`src/rtl/bus_owner_fsm.sv`:
```
module bus_owner_fsm #(
  parameter int LEVELS = 4,
  parameter int LEVEL  = 1
) (
  input  logic              clk,
  input  logic              rst_n,
  input  logic              cpu_breq,
  input  logic              cpu_hlda,
  input  logic              grant_in,
  input  logic              busy_in,
  output logic              cpu_hold,
  output logic              grant_out,
  output logic              busy_out,
  output logic              data_buf_en,
  output logic              addr_to_bus,
  output logic [LEVELS-1:0] bus_req
);

  localparam int USE_LEVEL = (LEVEL >= LEVELS - 1) ? LEVELS - 2 : LEVEL;

  typedef enum logic [1:0] {S_IDLE, S_WAIT, S_OWN, S_DROP} state_t;

  state_t st, st_nx;
  logic   grant_q;
  logic   owner;

  always_comb begin
    st_nx = st;
    case (st)
      S_IDLE: if (cpu_breq) st_nx = S_WAIT;
      S_WAIT: if (grant_in && !busy_in) st_nx = S_OWN;
      S_OWN:  if (!grant_in) st_nx = S_DROP;
      S_DROP: if (cpu_hlda) st_nx = S_WAIT;
      default: st_nx = S_IDLE;
    endcase
  end

  always_ff @(posedge clk or negedge rst_n) begin
    if (!rst_n) begin
      st      <= S_IDLE;
      grant_q <= 1'b0;
    end else begin
      st      <= st_nx;
      grant_q <= (st == S_IDLE) && !cpu_breq && grant_in;
    end
  end

  assign owner       = (st == S_OWN) || (st == S_DROP);
  assign busy_out    = owner;
  assign data_buf_en = owner;
  assign addr_to_bus = owner;
  assign cpu_hold    = (st != S_OWN);
  assign grant_out   = grant_q;

  always_comb begin
    bus_req = '0;
    bus_req[USE_LEVEL] = 1'b1;
  end

  p_take_needs_grant_r4: assert property (@(posedge clk) disable iff (!rst_n)
    $rose(data_buf_en) |-> $past(grant_in) && !$past(busy_in));

  p_hold_on_loss_r6: assert property (@(posedge clk) disable iff (!rst_n)
    (data_buf_en && !grant_in) |=> cpu_hold);

  p_keep_until_ack_r6: assert property (@(posedge clk) disable iff (!rst_n)
    (data_buf_en && cpu_hold && !cpu_hlda) |=> data_buf_en);

  p_release_on_ack_r7: assert property (@(posedge clk) disable iff (!rst_n)
    $fell(data_buf_en) |-> $past(cpu_hlda) && $past(cpu_hold));

  p_pass_grant_r3: assert property (@(posedge clk) disable iff (!rst_n)
    grant_out |-> $past(grant_in) && !data_buf_en);

  p_no_pass_after_arm_r9: assert property (@(posedge clk) disable iff (!rst_n)
    cpu_breq |=> !grant_out);

endmodule

```
`config.mk`:
```
export PLATFORM = sky130hd
export DESIGN_NAME = bus_owner_fsm
export DESIGN_NICKNAME = d
export VERILOG_FILES = /design/src/rtl/bus_owner_fsm.sv
export SDC_FILE = /design/constraint.sdc
export NUM_CORES = 1
export LEC_CHECK = 0
export ABC_AREA = 1
export BUFFER_PORTS_ARGS = -buffer_cell sky130_fd_sc_hd__buf_2
export CAP_MARGIN = 20
export CORE_AREA = 2 2 39 41
export CTS_CLUSTER_DIAMETER = 100
export DETAILED_ROUTE_END_ITERATION = 7
export DIE_AREA = 0 0 41 43
export PLACE_DENSITY = 0.54
export SYNTH_ARGS = -nofsm -noshare
export SYNTH_HDL_FRONTEND = slang
export SYNTH_SLANG_ARGS = --single-unit
```
`constraint.sdc`:
```
create_clock -name clk -period 1.6 [get_ports clk]
set_input_delay 0.32 -clock clk [delete_from_list [all_inputs] [get_ports clk]]
set_output_delay 0.32 -clock clk [all_outputs]
set_load 0.05 [all_outputs]
```
---- Word-level counts from Yosys, hierarchy flattened ----
Index checks and enable logic that the tools add are counted.
cells by class
  eq/ne operators ......................... 8
  muxes and demuxes ....................... 5
  reduce and logical (&&, ||, !) cells .... 8
operators with widths
  cell                                            number
  != test 2 bit (second input constant)           5
  2-to-1 mux 2 bit                                4
  one-hot mux 2 bit (4 select lines)              1
  == test 2 bit (second input constant)           2
  AND reduction 4 bit                             1
  logical AND 1 bit                               3
  == test 2 x 1 -> 1 bit (second input constant)  1
  logical NOT 1 bit                               2
  logical NOT 2 bit                               1
  logical OR 1 bit                                1
word-level totals
  bits in registers ....................... 3
  input bits .............................. 6
  output and inout bits ................... 9
  word-level logic and storage cells ...... 23

---- Logic depth before layout (Yosys ltp) ----
Gate-level depths: netlist (run 1).
  depth in word-level cells ............... 4
  gate-level depth with buffers ........... 8
  depth with buffers taken out ............ 8

---- Worst setup path after synthesis (run 1) ----
Ideal clock, no wire load.
  path kind ............................... register to output
  start ................................... register st[0]
  end ..................................... output busy_out
  arrival ................................. 1,732 ps
  path slack .............................. -452 ps
  cell stages (with the launch flop) ...... 6
  path buffers ............................ 1
  cells stage by stage .................... dfrtp_1 > inv_1 > ha_1 > inv_1 > nand2_1 > buf_4
between the ends
  cells in the longest elaborated chain, start to end .. 2
  elaborated cells between the ends (all ways) .. 3
  classes of those cells .................. eq/ne (2); reduce/logical (1)
RTL lines
  element                 line  RTL
  from (decl)             23    state_t st, st_nx;
  from (signal assigned)  43    st <= st_nx;
  == test 2 bit           48    assign owner = (st == S_OWN) || (st == S_DROP);
  logical OR 1 bit (*)    48
  to (decl)               13    output logic busy_out,
Mark *: on every way between the ends. The rest lies on a longest branch, timed or not.

---- Final worst setup path (run 1) ----
  start ................................... register st[0]
  end ..................................... output addr_to_bus
between the ends
  cells in the longest elaborated chain, start to end .. 2
  elaborated cells between the ends (all ways) .. 3
  classes of those cells .................. eq/ne (2); reduce/logical (1)
RTL lines
  element               line  RTL
  == test 2 bit         48
  logical OR 1 bit (*)  48
  to (decl)             15    output logic addr_to_bus,
Marks and branches as above.

==> results of run 1 <==
cells by family after synthesis:
group	synth area share, %
simple gates	27.7
buf+inv	28.5
flops	24.8
fa+ha+maj	16.5
other cells	2.48
layout by cell type (no fill, tap or decap), drive strengths merged:
master       instances
buf                 14
conb                 4
dfrtp                3
nor2                 5
nand2               10
inv                 10
nand3                3
dlygate4sd3          1
ha                   4
clkbuf               4
clkinvlp             1
area by class of cell:
| cell class | count | area share (%) |
|---|---|---|
| well taps | 16 | 4.31 |
| clock buffers | 4 | 5.66 |
| inverters | 11 | 9.70 |
| multi-input cells | 26 | 38.3 |
| flip-flops and latches | 3 | 16.2 |
| repair buffers | 15 | 25.9 |
registers in the layout (all words and copies together), names as in the netlist:
name and cells:
st 2, grant_out 1
path summary, 6_finish.rpt:
kind | depth (start not counted) | startpoint | slack [ns] | endpoint
worst max-delay path | 5 | st[0] | 0.05 | addr_to_bus
worst min-delay path | 3 | grant_in | 0.35 | grant_out
worst max register to register | 9 | st[0] | 0.31 | st[0]
worst min register to register | 2 | st[1] | 0.57 | st[1]
max in group asynchronous | 2 | rst_n | 1.06 | st[0]
min in group asynchronous | 2 | rst_n | 0.44 | grant_out
worst register-to-register path: stages, from the launching register on:
cell	delay, ns
dfrtp_1	0.39
inv_2	0.07
buf_4	0.13
ha_1	0.21
inv_1	0.06
nor2_1	0.03
nor2_1	0.08
nand3_1	0.09
nand2_1	0.07
nand2_1	0.04
repair_timing:
action / CTS / global route
setup endpoints to repair: 4 / 4
setup buffers: 3 / 1
resized for setup: 10 / 2
hold buffers: 1 / 0
endpoints found under the hold margin: 3 / 0
gates cloned: 0 / 0
through the flow:
| stage | setup WS [ns] | instances |
|---|---|---|
| CTS | 0.00415 | 74 |
| global placement | 0.135 | 66 |
| global route | -0.0364 | 75 |
| detailed placement | 0.105 | 66 |
| finish | 0.0493 | 75 |
| floorplan | -0.0866 | 46 |
per-layer routing:
metal | wire, µm | up-vias | GRT usage, %
met3 | 33 | 0 | 1.57
met1 | 199 | 122 | 8.14
met4 | 0 | 0 | 4.00
met2 | 302 | 13 | 11.9
met5 | 0 | - | 0
li1 | - | 145 | -
==> results by group, run 1 <==
Outcome
  • Status: finished, final reports clean

Cells and area
  • Nets: 70
  • Antenna Cells: 0
  • Area occupied by multi-input gates: roughly 180 µm²
  • Layout cell share with drive strength beyond 1: ~46%
  • Sequential cell area: 75.1 µm²
  • Final Instance Area: between 400 and 500 µm²
  • Area growth from synthesis to layout: 53.3%
  • Filler cells: about 150
  • Fin util: about a third

Run
  • Max-Cap Viols: 0

Route
  • Detail Route Antenna Nets: 0
  • Vias after detailed routing: 280
  • # DRC: 0
  • DR iter-0 viols: 3
  • DR pass1 iterations: 4
  • DR WL/cell: around 7 µm
  • Post-Route WL: approximately 540 µm
  • Vias per cell: roughly 3.7

Die
  • Die Area: between 1500 and 2000 µm²
  • DIE WIDTH: just over 40 µm
  • Starting Density: between 20% and 30%
  • Ports: 15
  • Row count: 14
  • Core area: 1380 µm²
  • Die Span Y: 43 µm

Synthesis
  • Async S/R FF share, synth: 100%
  • Synth unique cells: 10
  • Number of synthesized flops with an enable pin: 0
  • Top FF cell, synth: dfrtp_1
  • Synth top area share: 24.8%
  • Commonest cells in the netlist: 11 x inv_1, 7 x nand2_1, 6 x buf_4
  • Seq/Total Area, Yosys: 24.8%
  • Synthesis Warnings: 0
  • Synth area leader: dfrtp_1
  • Synth area leaders: dfrtp_1 25%, ha_1 17%, buf_4 15%
  • Synth Cell Area: 303 µm²
  • Yosys reg bits: 3
  • Cells after Synth: 44
  • Syn Area/Cell: 6.88 µm²
  • Most frequent cell after synthesis: inv_1

STA
  • Setup violators final: 0
  • RSZ-0062 raised after global routing: yes
  • Hold Slack: 0.352 ns
  • Hold Vio Cnt, Final: 0
  • Final slew viol count: 0
  • Post-route minimum period: between 1.5 and 2 ns
  • Setup TNS Final: 0 ns
  • Skew final: around 0.0018 ns
  • Fmax: around 640 MHz
  • Final Cycle Share: roughly 97%

Critical path
  • CP Data Arrival Time: ~1.2 ns
  • Worst Setup Path Type: reg -> out
  • Critical path's top delay family: flip-flops
  • CP Max Fanout: 4
  • Crit-path max cell delay: 0.40 ns
  • CP endpoint kind: output port
  • CP cell instances: inv_2, ha_4, clkinvlp_4, nand2_8, buf_8
  • CP max stage cell: dfrtp_1
  • Req. time, crit path: between 1 and 1.5 ns
  • Crit start category: register
  • CP bufs+invs: 3

Global routing
  • First-pass GRT wire length: 855 µm
  • Pin count of the biggest net entering global routing: 5
  • Vias in the first global route: around 260
  • Overall global routing resource usage: slightly above 7%
  • Initial antenna violation count: 0
  • Gr ovfl total: 0

Place
  • Gp weighted congestion: between 0.6 and 0.7
  • DP Area: 358 µm²
  • Dpl hpwl: 403 µm
  • # port buffers: 10

CTS
  • H-tree depth: 1
  • Root buffer cell: clkbuf_4
  • Clock Sinks: 3
  • Longest Clk Path Bufs: 2
  • Clock slew at reported path FFs: 0.03 ns
  • Skew-Pair Late Insertion Delay: 0.22 ns
  • CTS buffer count: 3
  • CTS tree: done

Min path
  • Worst hold-check path type: in -> reg
Power of run 1 is left out: the tool's default activity adds up to more than one toggle a clock period on the data nets, which glitch-free logic cannot reach.
==> run 2: changes to the inputs <==
--- a/config.mk
+++ b/config.mk
@@ -12,7 +12,7 @@
 export CTS_CLUSTER_DIAMETER = 100
 export DETAILED_ROUTE_END_ITERATION = 7
 export DIE_AREA = 0 0 41 43
-export PLACE_DENSITY = 0.54
+export PLACE_DENSITY = 0.56
 export SYNTH_ARGS = -nofsm -noshare
 export SYNTH_HDL_FRONTEND = slang
 export SYNTH_SLANG_ARGS = --single-unit
==> constraint.sdc (replaced) <==
create_clock -name clk -period 1.4 [get_ports clk]
set_input_delay 0.28 -clock clk [delete_from_list [all_inputs] [get_ports clk]]
set_output_delay 0.28 -clock clk [all_outputs]
set_load 0.05 [all_outputs]
==> results by group, run 2 (same netlist as run 1, synthesis figures left out) <==
Critical path
  • Worst Setup Path Type: reg -> out
  • Req. time, crit path: 1.12 ns (-0.16 ns)
  • CP Max Fanout: 3 (-1)
  • Reg2Reg Depth: 11 (+2)
  • Critical path's top delay family: flip-flops
  • CP Data Arrival Time: 1.24 ns (about the same)
  • CP bufs+invs: 3 (unchanged)
  • FF-to-FF Start: st[0]
  • Crit-path max cell delay: 0.40 ns (about the same)
  • Crit Reg-Reg Endpoint: st[0]
  • CP cell instances: inv_2, ha_4, clkinvlp_4, nand2_8, buf_8
  • R2r setup slk: -0.06 ns (-0.37 ns)
  • CP max stage cell: dfrtp_1
  • Crit start category: register
  • CP endpoint kind: output port

Place
  • # port buffers: 10 (unchanged)
  • Dpl hpwl: 425 µm (+5.4%)
  • Gp weighted congestion: 0.659 (-1.2%)

Die
  • Die Area: 1760 µm² (unchanged)
  • Core area: 1380 µm² (unchanged)
  • Ports: 15 (unchanged)
  • Die Span Y: 43 µm (unchanged)
  • Row count: 14 (unchanged)
  • Starting Density: 21.9% (unchanged)
  • DIE WIDTH: 41 µm (unchanged)

CTS
  • Root buffer cell: clkbuf_4
  • Clock slew at reported path FFs: 0.04 ns (about the same)
  • H-tree depth: 1 (unchanged)
  • CTS tree: done
  • Skew-Pair Late Insertion Delay: 0.23 ns (about the same)
  • Longest Clk Path Bufs: 2 (unchanged)
  • CTS buffer count: 3 (unchanged)
  • Clock Sinks: 3 (unchanged)

STA
  • Final Cycle Share: 108%
  • Final setup margin: -0.117 ns (-0.166 ns)
  • Hold Slack: 0.295 ns (-0.0572 ns)
  • Skew final: 0.00416 ns (+0.00241 ns)
  • RSZ-0062 raised after global routing: yes
  • Setup violators final: 6 (+6)
  • Final slew viol count: 0 (unchanged)
  • Post-route minimum period: 1.52 ns
  • Hold Vio Cnt, Final: 0 (unchanged)
  • Fmax: between 600 and 700 MHz

Global routing
  • First-pass GRT wire length: 876 µm (+2.5%)
  • Initial antenna violation count: 0 (unchanged)
  • Met2 Usage GRT: 13.4% (+1.6 points)
  • Vias in the first global route: 257 (-0.39%)
  • Overall global routing resource usage: 7.75% (+0.49 points)
  • Gr ovfl total: 0 (unchanged)
  • Pin count of the biggest net entering global routing: 5 (unchanged)
  • GR Util met3: 1.57% (unchanged)
  • Global routing's busiest layer: met2
  • Met1 Use GR: 7.12% (-1.0 points)

Min path
  • HP Start: grant_in
  • WHS Path Cells: 3 (unchanged)
  • Hold path endpoint: grant_out
  • Worst hold-check path type: in -> reg

Route
  • Post-Route WL: 570 µm (+6.5%)
  • DR pass1 iterations: 2 (-2)
  • Detail Route Antenna Nets: 0 (unchanged)
  • DR iter-0 viols: 1 (-2)
  • DR WL/cell: 7.50 µm (+5.1%)
  • # DRC: 0 (unchanged)
  • Vias after detailed routing: 273 (-2.5%)
  • Vias per cell: 3.59 (-3.8%)

Cells and area
  • Biggest register: st
  • Filler cells: 155 (+2.6%)
  • Sequential cell area: 75.1 µm² (unchanged)
  • Largest register FFs: 2 (unchanged)
  • Nets: 71 (+1.4%)
  • Commonest non-fill, non-tap cells in the layout: 7 x inv_1, 7 x buf_2, 6 x nand2_1
  • Antenna Cells: 0 (unchanged)
  • Area occupied by multi-input gates: 190 µm² (+7.0%)
  • Layout cell share with drive strength beyond 1: 50.0% (+4.2 points)
  • Area growth from synthesis to layout: 62.4%

Outcome
  • Failing checks: negative setup slack
  • Status: complete, but fails checks

Run
  • Max-Cap Viols: 0 (unchanged)
## run 2: cell types whose count changed in the layout (fill, tap and decap cells not counted)
| cell | change |
|---|---|
| buf_6 | +2 |
| buf_4 | -1 |
| ha_1 | -1 |
| ha_4 | +1 |
| inv_1 | -1 |
| inv_2 | +1 |
## run 2: cell type report
class / instances / area share (%)
inverters: 11 / 9.16
clock buffers: 4 / 5.34
repair buffers: 16 / 27.5
well taps: 16 / 4.07
flip-flops and latches: 3 / 15.3
multi-input cells: 26 / 38.7
## run 2: worst reg2reg max path, stage by stage (launching register included)
cell     delay [ns]
dfrtp_1        0.38
inv_2          0.07
buf_4          0.13
buf_6          0.10
buf_6          0.11
ha_4           0.16
inv_2          0.04
nor2_1         0.03
nor2_1         0.09
nand3_1        0.11
nand2_1        0.08
nand2_1        0.05
## run 2: stage by stage
step / utilization (%) / std cells / setup TNS (ns) / area, µm² / worst slack, ns
floorplan: - / 46 / -0.576 / 348 / -0.247
global placement: 27.5 / 69 / 0 / 380 / 0.0173
detailed placement: 27.5 / 69 / -0.0547 / 380 / -0.0185
CTS: 33.7 / 75 / -0.501 / 467 / -0.129
global route: 35.5 / 76 / -1.04 / 492 / -0.187
finish: 35.5 / 76 / -0.564 / 492 / -0.117
## run 2: layer usage
layer  up-vias  share of wire [%]
li1        144                  -
met1       120                 36
met2         9                 58
met3         0                5.1
met4         0                  0
met5         -                  0
## run 2: timing repair
action | in CTS | in global routing
buffers inserted | 1 | 2
hold buffers | 1 | 0
gates resized for setup | 13 | 4
endpoints found under the hold margin | 3 | 0
pin swaps | 1 | 4
setup endpoints to repair | 4 | 6
## run 2: worst max path at each step
stage	from	end	slack, ns	cells past startpoint
final	st[0]	addr_to_bus	-0.12	5
after detailed placement	st[0]	busy_out	-0.02	5
after floorplan	st[0]	busy_out	-0.25	5
after CTS	st[0]	busy_out	-0.13	5
after global routing	st[0]	busy_out	-0.19	5
after global placement	st[0]	busy_out	0.02	5
Power of run 2 is left out for the same reason.
==> run 3: changes to the inputs <==
--- a/config.mk
+++ b/config.mk
@@ -13,6 +13,7 @@
 export DETAILED_ROUTE_END_ITERATION = 7
 export DIE_AREA = 0 0 41 43
 export PLACE_DENSITY = 0.56
+export SETUP_SLACK_MARGIN = 0.05
 export SYNTH_ARGS = -nofsm -noshare
 export SYNTH_HDL_FRONTEND = slang
 export SYNTH_SLANG_ARGS = --single-unit
==> results by group, run 3 (same netlist as run 1, synthesis figures left out) <==
Route
  • DR WL/cell: 7.49 µm (-0.18%)
  • Post-Route WL: 554 µm (-2.8%)
  • DR pass1 iterations: 2 (unchanged)
  • Detail Route Antenna Nets: 0 (unchanged)
  • DR iter-0 viols: 1 (unchanged)
  • Vias per cell: 3.57 (-0.68%)
  • Vias after detailed routing: 264 (-3.3%)
  • # DRC: 0 (unchanged)

Global routing
  • Vias in the first global route: 257 (unchanged)
  • Pin count of the biggest net entering global routing: 5 (unchanged)
  • Initial antenna violation count: 0 (unchanged)
  • Overall global routing resource usage: 7.95% (+0.20 points)
  • First-pass GRT wire length: 903 µm (+3.1%)
  • Gr ovfl total: 0 (unchanged)

Critical path
  • Crit start category: register
  • Critical path's top delay family: flip-flops
  • CP cell instances: inv_2, ha_4, clkinvlp_4, nand2_8, buf_8
  • CP Data Arrival Time: 1.24 ns (about the same)
  • CP endpoint kind: output port
  • Req. time, crit path: 1.12 ns (about the same)
  • Crit-path max cell delay: 0.40 ns (about the same)
  • CP max stage cell: dfrtp_1
  • CP bufs+invs: 3 (unchanged)
  • Worst Setup Path Type: reg -> out
  • CP Max Fanout: 3 (unchanged)

CTS
  • Clock slew at reported path FFs: 0.04 ns (about the same)
  • Root buffer cell: clkbuf_4
  • Skew-Pair Late Insertion Delay: 0.23 ns (about the same)
  • Longest Clk Path Bufs: 2 (unchanged)
  • Clock Sinks: 3 (unchanged)
  • CTS tree: done
  • H-tree depth: 1 (unchanged)
  • CTS buffer count: 3 (unchanged)

STA
  • Hold Vio Cnt, Final: 0 (unchanged)
  • Skew final: 0.00415 ns (-0.00000927 ns)
  • Final slew viol count: 0 (unchanged)
  • Setup violators final: 4 (-2)
  • Fmax: 658 MHz (-0.21%)
  • Post-route minimum period: 1.52 ns (+0.00318 ns)
  • Final Cycle Share: 109% (+0.23 points)
  • Final setup margin: -0.120 ns (-0.00318 ns)
  • RSZ-0062 raised after global routing: yes

Place
  • Dpl hpwl: 425 µm (unchanged)
  • # port buffers: 10 (unchanged)
  • Gp weighted congestion: 0.659 (unchanged)
  • Pre-CTS WS: -0.0185 ns (unchanged)

Cells and area
  • Nets: 69 (-2.8%)
  • Layout cell share with drive strength beyond 1: 51.7% (+1.7 points)
  • Biggest register: st
  • Filler cells: 155 (unchanged)
  • Commonest non-fill, non-tap cells in the layout: 7 x buf_2, 6 x inv_1, 6 x nand2_1
  • Largest register FFs: 2 (unchanged)
  • Area growth from synthesis to layout: 58.3%
  • Antenna Cells: 0 (unchanged)
  • Most common cell after layout, fill and taps aside: buf_2

Die
  • Starting Density: 21.9% (unchanged)
  • Ports: 15 (unchanged)
  • Core area: 1380 µm² (unchanged)
  • Die Span Y: 43 µm (unchanged)
  • DIE WIDTH: 41 µm (unchanged)
  • Die Area: 1760 µm² (unchanged)
  • Row count: 14 (unchanged)

Min path
  • Worst hold-check path type: in -> reg

Run
  • Max-Cap Viols: 0 (unchanged)

Outcome
  • Status: complete, but fails checks
  • Failing checks: negative setup slack
[run 3: cell types whose count changed in the layout (fill, tap and decap cells not counted), sizes merged]
cell / change
buf: -2
[run 3: cell type report]
type,instances,area [µm²],area share [%]
multi-input cells,26,195,40.7
repair buffers,14,116,24.3
flip-flops and latches,3,76.3,15.9
inverters,11,45.0,9.40
clock buffers,4,26.3,5.48
well taps,16,20.0,4.18
[run 3: routing by layer]
metal  vias to the layer above  wire, µm  global-route usage [%]
met3                         0        29                    1.57
met1                       115       198                    7.77
met5                         -         0                       0
li1                        140         -                       -
met2                         9       326                    13.4
met4                         0         0                    6.00
[run 3: per-stage QoR]
step                      hold WS [ns]  setup TNS (ns)  std cells  cell area, µm²  util, %
after floorplan                -0.0156          -0.576         46             348        -
after global placement          0.0780               0         69             380     27.5
after detailed placement        0.0789         -0.0547         69             380     27.5
after CTS                        0.298          -0.501         75             477     34.4
after global routing             0.316          -0.738         74             479     34.6
final                            0.297          -0.477         74             479     34.6
[run 3: worst paths after layout]
| path | from | to | slack, ns | cells after the start |
|---|---|---|---|---|
| hold / removal | cpu_breq | grant_out | 0.30 | 4 |
| min in group asynchronous | rst_n | grant_out | 0.37 | 2 |
| max in group asynchronous | rst_n | st[1] | 0.91 | 2 |
| hold reg to reg | st[1] | st[1] | 0.55 | 2 |
| setup / recovery | st[0] | addr_to_bus | -0.12 | 5 |
| setup reg to reg | st[0] | st[0] | 0.12 | 9 |
[run 3: timing repair]
action | in CTS | in global routing
gates resized for setup | 15 | 4
setup endpoints to repair | 4 | 6
pin swaps | 4 | 5
setup buffers | 1 | 1
hold endpoints to repair | 3 | 0
hold buffers | 1 | 0
[run 3: worst reg2reg max path, delay by kind of cell (launching register included)]
kind | cells | cell delay, ns
simple gates | 5 | 0.38
fa+ha+maj | 1 | 0.17
flops | 1 | 0.38
buf+inv | 3 | 0.25
Power of run 3 is left out for the same reason.
